<file path="src/rtl/pipe_hazard_ctl.sv">
module pipe_hazard_ctl #(
  parameter int AW = 2,
  parameter int NW = 3,
  parameter int CW = 32
) (
  input  logic          clk,
  input  logic          rst_n,
  input  logic          f_valid,
  input  logic          f_branch,
  input  logic          f_delay,
  input  logic          f_agu_wr,
  input  logic          f_agu_rd,
  input  logic [AW-1:0] f_wr_idx,
  input  logic [AW-1:0] f_rd_idx,
  input  logic [NW-1:0] f_nregs,
  input  logic          ex_taken,
  output logic          f_accept,
  output logic          stall,
  output logic          squash,
  output logic          redirect,
  output logic          retire,
  output logic [CW-1:0] cycles,
  output logic [CW-1:0] retired
);

  localparam logic [NW-1:0] ONE = NW'(1);

  logic          d_v, d_br, d_dly, d_awr, d_ard;
  logic [AW-1:0] d_widx, d_ridx;
  logic [NW-1:0] d_cnt;
  logic          e_v, e_br, e_dly, e_awr;
  logic [AW-1:0] e_widx;
  logic [NW-1:0] e_cnt;
  logic [1:0]    pend;

  logic e_busy, interlock, resolve, taken_dly;
  logic [1:0] slots;

  assign e_busy    = e_v && (e_cnt > ONE);
  assign interlock = !e_busy && d_v && d_ard && e_v && e_awr && (d_ridx == e_widx);
  assign stall     = e_busy || interlock;
  assign resolve   = e_v && e_br && !e_busy;
  assign squash    = resolve && ex_taken && !e_dly;
  assign taken_dly = resolve && ex_taken && e_dly;
  assign f_accept  = f_valid && !stall && !squash;
  assign retire    = e_v && !e_busy;
  assign slots     = {1'b0, d_v} + {1'b0, f_accept};
  assign redirect  = squash
                   || (taken_dly && slots == 2'd2)
                   || (pend == 2'd1 && f_accept);

  always_ff @(posedge clk or negedge rst_n) begin
    if (!rst_n) begin
      d_v <= 1'b0; d_br <= 1'b0; d_dly <= 1'b0; d_awr <= 1'b0; d_ard <= 1'b0;
      d_widx <= '0; d_ridx <= '0; d_cnt <= ONE;
    end else if (squash) begin
      d_v <= 1'b0;
    end else if (!stall) begin
      d_v    <= f_valid;
      d_br   <= f_branch;
      d_dly  <= f_delay;
      d_awr  <= f_agu_wr;
      d_ard  <= f_agu_rd;
      d_widx <= f_wr_idx;
      d_ridx <= f_rd_idx;
      d_cnt  <= (f_branch || f_nregs == '0) ? ONE : f_nregs;
    end
  end

  always_ff @(posedge clk or negedge rst_n) begin
    if (!rst_n) begin
      e_v <= 1'b0; e_br <= 1'b0; e_dly <= 1'b0; e_awr <= 1'b0;
      e_widx <= '0; e_cnt <= ONE;
    end else if (e_busy) begin
      e_cnt <= e_cnt - ONE;
    end else if (squash || interlock) begin
      e_v <= 1'b0;
    end else begin
      e_v    <= d_v;
      e_br   <= d_br;
      e_dly  <= d_dly;
      e_awr  <= d_awr;
      e_widx <= d_widx;
      e_cnt  <= d_cnt;
    end
  end

  always_ff @(posedge clk or negedge rst_n) begin
    if (!rst_n)                       pend <= 2'd0;
    else if (taken_dly && slots != 2'd2) pend <= 2'd2 - slots;
    else if (pend != 2'd0 && f_accept)   pend <= pend - 2'd1;
  end

  always_ff @(posedge clk or negedge rst_n) begin
    if (!rst_n) begin
      cycles  <= '0;
      retired <= '0;
    end else begin
      cycles <= cycles + CW'(1);
      if (retire) retired <= retired + CW'(1);
    end
  end

  p_interlock_once_r3: assert property (@(posedge clk) disable iff (!rst_n)
    interlock |=> !interlock);
  p_interlock_bubble_r3: assert property (@(posedge clk) disable iff (!rst_n)
    interlock |=> !retire);
  p_stall_blocks_r4: assert property (@(posedge clk) disable iff (!rst_n)
    stall |-> !f_accept);
  p_squash_redirects_r5: assert property (@(posedge clk) disable iff (!rst_n)
    squash |-> (redirect && !f_accept));
  p_squash_bubble_r5: assert property (@(posedge clk) disable iff (!rst_n)
    squash |=> !retire);
  p_retired_step_r8: assert property (@(posedge clk) disable iff (!rst_n)
    retire |=> (retired == $past(retired) + CW'(1)));
  p_cycles_step_r8: assert property (@(posedge clk) disable iff (!rst_n)
    rst_n |=> (cycles == $past(cycles) + CW'(1)));

endmodule

</file>
<file path="config.mk">
export PLATFORM = sky130hd
export DESIGN_NAME = pipe_hazard_ctl
export DESIGN_NICKNAME = d
export VERILOG_FILES = /design/src/rtl/pipe_hazard_ctl.sv
export SDC_FILE = /design/constraint.sdc
export NUM_CORES = 1
export LEC_CHECK = 0
export BUFFER_PORTS_ARGS = -buffer_cell sky130_fd_sc_hd__buf_2
export CAP_MARGIN = 20
export CORE_MARGIN = 4
export CORE_UTILIZATION = 54
export CTS_CLUSTER_DIAMETER = 100
export DETAILED_ROUTE_END_ITERATION = 10
export PLACE_DENSITY = 0.86
export SLEW_MARGIN = 10
export SYNTH_ARGS = -nofsm -noshare
export SYNTH_HDL_FRONTEND = slang
export SYNTH_SLANG_ARGS = --single-unit
</file>
<file path="constraint.sdc">
create_clock -name clk -period 3.27 [get_ports clk]
set_clock_uncertainty 0.1 [all_clocks]
set_input_delay 0.1635 -clock clk [delete_from_list [all_inputs] [get_ports clk]]
set_output_delay 0.1635 -clock clk [all_outputs]
set_load 0.02 [all_outputs]
</file>
==> run metrics <==
status finished, final reports clean; die area slightly below 9000 sq um; synth-to-layout area growth 22.7%; gpl congestion around 0.8; post-synth top area cell dfrtp_1; Mapped Cells around 340; Starting DRT DRC Count between 100 and 150; worst path cell trace or3b_1, nor3_1, nor2_2, and2_1, ha_1, nand2b_1, a32o_1, buf_2; cts bufs inserted 9; worst min-delay path class in -> reg; Die Width around 93 um; final cycle utilization of the critical path 88.5%; number of synthesized flops with an enable pin 0; initial antenna violation count 0; CTS clk-pin slew, worst paths ~0.090 ns; most frequent cells in the layout dfrtp_1, buf_2, xnor2_1; clk buf depth 2; post-layout utilization of the core 69.7%; CP Class reg -> out; num rows 30; DRC errors left 0; Starting Density 56.8%; Netlist cell types 43; H-tree depth 3; sequential area share after synthesis 55.3%; Fin Setup TNS 0 ns; via count 2986; critical path peak fanout 10; DIE HEIGHT about 93 um; fraction of layout cells with a size suffix above 1 between 20% and 30%; pwr dens roughly 630 nW/um^2; Worst Setup Start Kind flop; Lkg Pwr between 2 and 2.5 nW; I/O Buffers a little over 80; # IOs 84; Max Cap Violations 0; CP endpoint kind output pin; Synth top area share between 50% and 60%; Root Driver clkbuf_8; Worst-Skew Late Latency 0.34 ns; vias in the first global route 2925; Post-Route WL ~8000 um; Layout Cell Area excl Fill a little under 5000 sq um; commonest non-fill, non-tap cell in the layout dfrtp_1; worst vdd ir roughly 540 uV; largest net degree at the start of global routing between 80 and 90; Overall Power a little over 3 mW; synth warn 0; Async S/R FF share, synth 100%; Final Max Slew Viols 0; GRT overflow 0; Rel. slew slack approximately a third; Clock Sinks 87; Placed Cells between 500 and 600; CTS tree yes; Global Route Usage Sum between 10% and 20%; syn avg cell area approximately 12 sq um; fmax roughly 350 MHz; wire per inst approximately 15 um; Synth area leaders dfrtp_1, xnor2_1, nand4_1; RSZ-0062 raised after global routing no; Crit path required time roughly 3.0 ns; first-pass GRT wire length roughly 14000 um; Layout Nets about 470; ANT nets after route 0; post-DP HPWL around 5600 um; max incr delay on CP ~0.57 ns; Synth Register Bits 87; ant diodes 0; slowest CP cell or3b_1; post-route insts no fill between 500 and 600; Placed Area about 4500 sq um; Hold Vio Cnt, Final 0; Synth Net Count 363; minimum clock period around 2.9 ns; final setup fails 0; commonest register cell after synthesis dfrtp_1; Core Box Area 6940 sq um; Pre-antenna DRT Iters 4; Hold WS between 0.04 and 0.05 ns; Via-to-Cell Ratio 5.42; measured slew at the worst slew-check pin 0.985 ns; Mapped Area 3940 sq um; Post-Place Worst Slack 0.492 ns; arrival time of the worst setup path between 2 and 3 ns; fin worst setup slack 0.375 ns
-- worst paths after layout --
kind                       slack (ns)         from     endpoint  cells after the start
min reg2reg                      0.38  retired[31]  retired[31]                      1
max                              0.38     e_cnt[2]     redirect                      8
max in group asynchronous        2.15        rst_n     e_cnt[0]                      3
min                              0.05   f_nregs[0]     d_cnt[0]                      4
max reg2reg                      0.47     e_cnt[2]      pend[1]                      9
min in group asynchronous        0.25        rst_n   retired[9]                      2
-- critical path, delay by kind of cell, from the launching register on --
| kind | cells | cell delay [ns] |
|---|---|---|
| AOI/OAI and AO/OA | 1 | 0.20 |
| adders and majority gates | 1 | 0.18 |
| buffers and inverters | 1 | 0.15 |
| DFF | 1 | 0.43 |
| and+or+nand+nor | 5 | 1.32 |
-- Yosys cell counts, types with 2 or more instances --
cell type,number
and4_1,6
mux2_1,7
o21ai_0,8
nor2_1,14
inv_1,15
o41ai_1,2
or2_2,2
mux2_2,6
nand4_1,23
nor4_1,7
ha_1,7
xnor2_1,53
dfrtp_1,85
nand3_1,28
dfstp_2,2
nor4_2,2
nor3_1,5
nand2b_1,2
and3_1,8
nand4bb_1,2
nand2_1,24
buf_2,3
xor2_1,10
-- sequential cells by signal, summed over array words and instances (netlist names) --
name     cells
retired     32
cycles      32
e_dly        1
e_widx       2
d_awr        1
e_v          1
d_v          1
d_cnt        3
pend         2
d_br         1
d_dly        1
e_awr        1
d_ridx       2
e_br         1
d_ard        1
e_cnt        3
d_widx       2
-- logic make-up after synthesis --
family | count (synthesis) | share of synthesized area [%]
fa+ha+maj | 7 | 2.22
flops | 87 | 55.3
xor+xnor | 63 | 14.0
compound gates | 21 | 4.25
simple gates | 129 | 18.1
mux | 14 | 3.97
buf+inv | 20 | 2.19
-- where the power goes --
part	total (mW)	internal, mW	leakage, nW	switching, mW
registers	1.42	1.27	1.14	0.151
logic	0.907	0.418	1.10	0.489
clock network	0.740	0.373	0.0916	0.367
total	3.07	2.06	2.33	1.01
-- layout make-up --
cell class	instances	area (sq um)
clock inverter	5	57.6
fill	498	2100
sequential	87	2180
multi-input combinational	234	1680
inverter	15	56.3
clock buffer	11	141
timing repair buffer	103	608
tap	96	120
-- layer usage --
metal / GRT usage [%] / vias to the layer above / wire length, um / part of all wire [%]
met5: 0 / - / 0 / 0
met4: 7.94 / 0 / 85 / 1.0
met3: 3.38 / 10 / 391 / 4.8
met2: 31.4 / 84 / 3940 / 48
met1: 27.1 / 1462 / 3730 / 46
li1: - / 1430 / - / -
-- repair_timing --
action / 4_1_cts / 5_1_grt
hold endpoints to repair: 95 / 0
gates resized for setup: 0 / 0
setup endpoints to repair: 0 / 0
buffers inserted: 0 / 0
hold buffers: 11 / 0
No activity file was read; power rests on OpenSTA's default activity.
